## src/rtl/snap_pkg.sv

```systemverilog
package snap_pkg;
    typedef enum logic [1:0] {
        CREG_PHASE = 2'd0,
        CREG_EPOCH = 2'd1,
        CREG_CARR  = 2'd2,
        CREG_CLR   = 2'd3
    } chan_reg_e;

    typedef enum logic [1:0] {
        GREG_NEW   = 2'd0,
        GREG_FLAGS = 2'd1,
        GREG_RSV2  = 2'd2,
        GREG_RSV3  = 2'd3
    } glob_reg_e;
endpackage

```

## src/rtl/snap_chan.sv

```systemverilog
module snap_chan #(
    parameter int PH_W  = 20,
    parameter int E1_W  = 5,
    parameter int E20_W = 10,
    parameter int CC_W  = 20
) (
    input  logic             clk,
    input  logic             rst,
    input  logic             tic,
    input  logic             slew_act,
    input  logic             clr,
    input  logic [PH_W-1:0]  live_phase,
    input  logic [E1_W-1:0]  live_ep1,
    input  logic [E20_W-1:0] live_ep20,
    input  logic [CC_W-1:0]  live_carr,
    output logic [PH_W-1:0]  hold_phase,
    output logic [E1_W-1:0]  hold_ep1,
    output logic [E20_W-1:0] hold_ep20,
    output logic [CC_W-1:0]  hold_carr,
    output logic             fresh,
    output logic             missed,
    output logic             slewed
);
    typedef struct packed {
        logic [PH_W-1:0]  phase;
        logic [E1_W-1:0]  ep1;
        logic [E20_W-1:0] ep20;
        logic [CC_W-1:0]  carr;
        logic             fresh;
        logic             missed;
        logic             slewed;
        logic             slew_acc;
    } chan_st_t;

    chan_st_t st_d, st_q;
    logic     guarded;

    always_comb begin
        st_d    = st_q;
        guarded = st_q.fresh & ~clr;
        if (clr) begin
            st_d.fresh  = 1'b0;
            st_d.missed = 1'b0;
            st_d.slewed = 1'b0;
        end
        if (tic) begin
            st_d.slew_acc = 1'b0;
            if (guarded) begin
                st_d.missed = 1'b1;
            end else begin
                st_d.phase  = live_phase;
                st_d.ep1    = live_ep1;
                st_d.ep20   = live_ep20;
                st_d.carr   = live_carr;
                st_d.fresh  = 1'b1;
                st_d.slewed = st_q.slew_acc | slew_act;
            end
        end else begin
            st_d.slew_acc = st_q.slew_acc | slew_act;
        end
    end

    always_ff @(posedge clk) begin
        if (rst) st_q <= '0;
        else     st_q <= st_d;
    end

    assign hold_phase = st_q.phase;
    assign hold_ep1   = st_q.ep1;
    assign hold_ep20  = st_q.ep20;
    assign hold_carr  = st_q.carr;
    assign fresh      = st_q.fresh;
    assign missed     = st_q.missed;
    assign slewed     = st_q.slewed;
endmodule

```

## src/rtl/snap_decode.sv

```systemverilog
module snap_decode
    import snap_pkg::*;
#(
    parameter int NCH   = 2,
    parameter int PH_W  = 20,
    parameter int E1_W  = 5,
    parameter int E20_W = 10,
    parameter int CC_W  = 20,
    parameter int DW    = 32,
    parameter int CHW   = 1,
    parameter int AW    = 4
) (
    input  logic                 rd_en,
    input  logic                 wr_en,
    input  logic [AW-1:0]        addr,
    input  logic [NCH*PH_W-1:0]  hold_phase,
    input  logic [NCH*E1_W-1:0]  hold_ep1,
    input  logic [NCH*E20_W-1:0] hold_ep20,
    input  logic [NCH*CC_W-1:0]  hold_carr,
    input  logic [NCH-1:0]       fresh,
    input  logic [NCH-1:0]       missed,
    input  logic [NCH-1:0]       slewed,
    output logic [NCH-1:0]       clr,
    output logic [DW-1:0]        rd_data
);
    logic            is_glob;
    logic [CHW-1:0]  ch_sel;
    chan_reg_e       creg;
    glob_reg_e       greg;

    assign is_glob = addr[AW-1];
    assign ch_sel  = addr[AW-2:2];
    assign creg    = chan_reg_e'(addr[1:0]);
    assign greg    = glob_reg_e'(addr[1:0]);

    always_comb begin
        clr     = '0;
        rd_data = '0;
        if (is_glob) begin
            if (rd_en && greg == GREG_NEW) begin
                rd_data[NCH-1:0] = fresh;
            end else if (rd_en && greg == GREG_FLAGS) begin
                rd_data[2*NCH-1:0] = {slewed, missed};
            end
        end else begin
            for (int i = 0; i < NCH; i++) begin
                if (ch_sel == CHW'(i)) begin
                    clr[i] = (rd_en && creg == CREG_CARR) ||
                             (wr_en && creg == CREG_CLR);
                    if (rd_en) begin
                        case (creg)
                            CREG_PHASE: rd_data[PH_W-1:0] = hold_phase[i*PH_W +: PH_W];
                            CREG_EPOCH: rd_data[E1_W+E20_W-1:0] =
                                {hold_ep20[i*E20_W +: E20_W], hold_ep1[i*E1_W +: E1_W]};
                            CREG_CARR:  rd_data[CC_W-1:0] = hold_carr[i*CC_W +: CC_W];
                            default:    rd_data = '0;
                        endcase
                    end
                end
            end
        end
    end
endmodule

```

## src/rtl/meas_snapshot.sv

```systemverilog
module meas_snapshot #(
    parameter int NCH   = 2,
    parameter int PH_W  = 20,
    parameter int E1_W  = 5,
    parameter int E20_W = 10,
    parameter int CC_W  = 20,
    parameter int DW    = 32,
    parameter int CHW   = (NCH > 1) ? $clog2(NCH) : 1,
    parameter int AW    = CHW + 3
) (
    input  logic                 clk,
    input  logic                 rst,
    input  logic                 tic,
    input  logic [NCH-1:0]       slew_act,
    input  logic [NCH*PH_W-1:0]  live_phase,
    input  logic [NCH*E1_W-1:0]  live_ep1,
    input  logic [NCH*E20_W-1:0] live_ep20,
    input  logic [NCH*CC_W-1:0]  live_carr,
    input  logic                 rd_en,
    input  logic                 wr_en,
    input  logic [AW-1:0]        addr,
    output logic [DW-1:0]        rd_data
);
    logic [NCH*PH_W-1:0]  hold_phase_w;
    logic [NCH*E1_W-1:0]  hold_ep1_w;
    logic [NCH*E20_W-1:0] hold_ep20_w;
    logic [NCH*CC_W-1:0]  hold_carr_w;
    logic [NCH-1:0]       fresh_w, missed_w, slewed_w, clr_w;

    for (genvar g = 0; g < NCH; g++) begin : g_chan
        snap_chan #(
            .PH_W(PH_W), .E1_W(E1_W), .E20_W(E20_W), .CC_W(CC_W)
        ) u_chan (
            .clk        (clk),
            .rst        (rst),
            .tic        (tic),
            .slew_act   (slew_act[g]),
            .clr        (clr_w[g]),
            .live_phase (live_phase[g*PH_W +: PH_W]),
            .live_ep1   (live_ep1[g*E1_W +: E1_W]),
            .live_ep20  (live_ep20[g*E20_W +: E20_W]),
            .live_carr  (live_carr[g*CC_W +: CC_W]),
            .hold_phase (hold_phase_w[g*PH_W +: PH_W]),
            .hold_ep1   (hold_ep1_w[g*E1_W +: E1_W]),
            .hold_ep20  (hold_ep20_w[g*E20_W +: E20_W]),
            .hold_carr  (hold_carr_w[g*CC_W +: CC_W]),
            .fresh      (fresh_w[g]),
            .missed     (missed_w[g]),
            .slewed     (slewed_w[g])
        );
    end

    snap_decode #(
        .NCH(NCH), .PH_W(PH_W), .E1_W(E1_W), .E20_W(E20_W), .CC_W(CC_W),
        .DW(DW), .CHW(CHW), .AW(AW)
    ) u_dec (
        .rd_en      (rd_en),
        .wr_en      (wr_en),
        .addr       (addr),
        .hold_phase (hold_phase_w),
        .hold_ep1   (hold_ep1_w),
        .hold_ep20  (hold_ep20_w),
        .hold_carr  (hold_carr_w),
        .fresh      (fresh_w),
        .missed     (missed_w),
        .slewed     (slewed_w),
        .clr        (clr_w),
        .rd_data    (rd_data)
    );
endmodule

```

## config.mk

```make
export PLATFORM = sky130hd
export DESIGN_NAME = meas_snapshot
export DESIGN_NICKNAME = d
export VERILOG_FILES = /design/src/rtl/snap_pkg.sv /design/src/rtl/snap_chan.sv /design/src/rtl/snap_decode.sv /design/src/rtl/meas_snapshot.sv
export SDC_FILE = /design/constraint.sdc
export NUM_CORES = 1
export LEC_CHECK = 0
export ABC_AREA = 1
export BUFFER_PORTS_ARGS = -buffer_cell sky130_fd_sc_hd__buf_2
export CORE_MARGIN = 2
export CORE_UTILIZATION = 50
export DETAILED_ROUTE_END_ITERATION = 8
export PLACE_DENSITY = 0.74
export SLEW_MARGIN = 25
export SYNTH_ARGS = -nofsm -noshare
export SYNTH_HDL_FRONTEND = slang
export SYNTH_HIERARCHICAL = 1
export SYNTH_SLANG_ARGS = --single-unit
```

## constraint.sdc

```tcl
create_clock -name clk -period 3.8 [get_ports clk]
set_clock_uncertainty 0.2 [all_clocks]
set_input_delay 0.19 -clock clk [delete_from_list [all_inputs] [get_ports clk]]
set_output_delay 0.19 -clock clk [all_outputs]
set_load 0.03 [all_outputs]
```

==> impl_metrics.json <==
{
  "vias_per_cell": 4.98,
  "cts_sinks": 118,
  "yosys.area_share.simple_pct": 32.4,
  "synth_seq_area_share_pct": 31.5,
  "drc": 0,
  "worstSetupPathType": "in -> out",
  "cellLeakagePower_nw": 4.51,
  "critPathArrivalTime_ps": 2350,
  "critical-path-slowest-cell": "nor2_2",
  "seqCellArea_sq_um": 2360,
  "synth-compound-area-share_pct": 8.90,
  "required_ps": 3410,
  "place_congestion": 0.867,
  "end_kind": "output pin",
  "worstMarginPinSlew_ps": 984,
  "wl_um": 19800,
  "finalWorstSetupSlack_ps": 1060,
  "slew_headroom_pct": 34.3,
  "drv_cap": 0,
  "fillers": 1386,
  "wl_per_cell_um": 13.7,
  "area_growth_pct": 16.5,
  "finalHoldViolations": 0,
  "p_total_mw": 3.59,
  "vias": 7189,
  "final_nets": 1368,
  "core_sq_um": 14600,
  "path_cells": "buf_2 > inv_2 > nor2_2 > nand2_1 > nand3_1 > nand2_1 > a21oi_1 > buf_2",
  "status": "finished, final reports clean",
  "drt_first_iter_violations": 657,
  "yosys_warnings": 6,
  "setup_tns_ps": 0,
  "cts_made_buffers": 17,
  "clock.fmax_mhz": 365,
  "multi_input_area_sq_um": 3150,
  "avgSynthCellArea_sq_um": 6.49,
  "rsz0062_at_grt": "no",
  "grt_usage_pct": 24.6,
  "die_h_um": 127,
  "antenna_found_initial": 0,
  "synth_xor_area_share_pct": 0,
  "period_share_pct": 72.1,
  "ys_ff_latch": 118,
  "grt_first_pass_wirelength_um": 31900,
  "ir_drop_mv": 0.335,
  "num_rows": 44,
  "io_pins": 153,
  "fp.dieW_um": 127,
  "final_cells": 1444,
  "dieArea_sq_um": 16000,
  "worstSkewPairLatency_ps": 420,
  "numPortBuffers": 140,
  "whs_ps": 67.6,
  "yosysUniqueCellTypes": 23,
  "clkTransAtPathRegs_ps": 50,
  "powerDensity_nw_per_um2": 410,
  "maxSlewViolCount": 0,
  "place_area_sq_um": 7040,
  "drive_above_1_share_pct": 15.6,
  "postRouteAntennaNets": 0,
  "crit_fanout": 23,
  "critPathMaxStageDelay_ps": 530,
  "syn_inst": 1157,
  "start_util_pct": 51.5,
  "place_ws_ps": 1030,
  "final_area_sq_um": 8750,
  "grt_overflow": 0,
  "final_util_pct": 59.9,
  "grt_pass1_vias": 6751,
  "ctsRootBufferMaster": "clkbuf_16",
  "cp-start-kind": "input pin",
  "period_minus_slack_ps": 2740,
  "netlist_area_sq_um": 7510,
  "placed_cells": 1299,
  "yosys.area_share.adder_pct": 0,
  "dp_hpwl_um": 12400,
  "first_pass_iters": 5,
  "synth_top_family_by_area": "simple AND/OR/NAND/NOR gates",
  "yosys-mux-area-fraction_pct": 0,
  "hp-class": "in -> reg",
  "cts.path.max_buffers": 2,
  "grt_max_degree": 115,
  "cts_tree": "yes",
  "setup_viol_count_final": 0,
  "htreeDepth": 4,
  "antenna_cells": 0
}
[worst paths after layout]
check                             startpoint                               to  slack [ps]  depth (start not counted)
max                                  addr[0]                      rd_data[11]        1060                          8
min                                  addr[2]          g_chan[0].u_chan/slewed          70                          5
max reg2reg           g_chan[0].u_chan/fresh  g_chan[0].u_chan/hold_phase[12]        2110                          5
min reg2reg  g_chan[0].u_chan/hold_phase[16]  g_chan[0].u_chan/hold_phase[16]         280                          2
[routing by layer]
layer	share of wire (%)	GRT usage, %	vias up	wire length, um
met5	0	0	-	0
met4	2.2	8.99	0	427
met2	46	39.8	263	9160
li1	-	-	3655	-
met1	45	32.3	3239	8850
met3	6.7	5.23	32	1320
[registers in the layout, summed over array words and instances (netlist names)]
name,cells
g_chan.u_chan/slewed,2
g_chan.u_chan/hold_ep20,20
g_chan.u_chan/hold_carr,40
g_chan.u_chan/st_q,2
g_chan.u_chan/hold_phase,40
g_chan.u_chan/fresh,2
g_chan.u_chan/missed,2
g_chan.u_chan/hold_ep1,10
[logic make-up after synthesis]
logic type             count (synthesis)
other                                  1
and+or+nand+nor                      575
DFF                                  118
buffers and inverters                331
AOI/OAI and AO/OA                    132
[power breakdown]
group / internal [mW] / switching (mW) / total [mW]
Clock: 1.01 / 0.551 / 1.56
Combinational: 0.269 / 0.360 / 0.629
Sequential: 1.34 / 0.0593 / 1.40
[area by class of cell]
class	instances	share of cell area, %
flip-flops and latches	118	27.0
clock inverters	10	1.17
well taps	184	2.63
inverters	127	5.45
clock buffers	22	5.42
repair buffers	264	22.2
multi-input cells	719	36.1
[critical path, delay by kind of cell]
| family | cells | cell delay, ps |
|---|---|---|
| and+or+nand+nor | 4 | 900 |
| AOI/OAI and AO/OA | 1 | 270 |
| buffers and inverters | 3 | 980 |
[synthesized netlist by cell type, drive strengths merged]
master         n  area (sq um)
o21ai          2          10.0
dlygate4sd1    2          17.5
nor3           2          10.0
buf          195          1520
nor2         123           482
conb           1          3.75
dfxtp        118          2360
nand3        184           936
clkbuf         7          30.0
inv          127           477
nand2        266          1000
a21oi        130           658
[cell usage in the layout, fill, tap and decap left out, types with 12 or more instances in the layout]
cell type,netlist,routed
a21oi_1,128,128
buf_2,34,139
clkbuf_16,0,17
conb_1,1,12
dfxtp_1,118,118
dlygate4sd3_1,0,113
inv_1,123,123
nand2_1,264,264
nand3_1,181,181
nor2_1,119,119
[repair_timing]
action / 4_1_cts / 5_1_grt
hold buffers: 113 / 0
hold endpoints to repair: 116 / 0
resized for setup: 0 / 0
setup buffers: 0 / 0
Power figures use the tool's default switching activity.
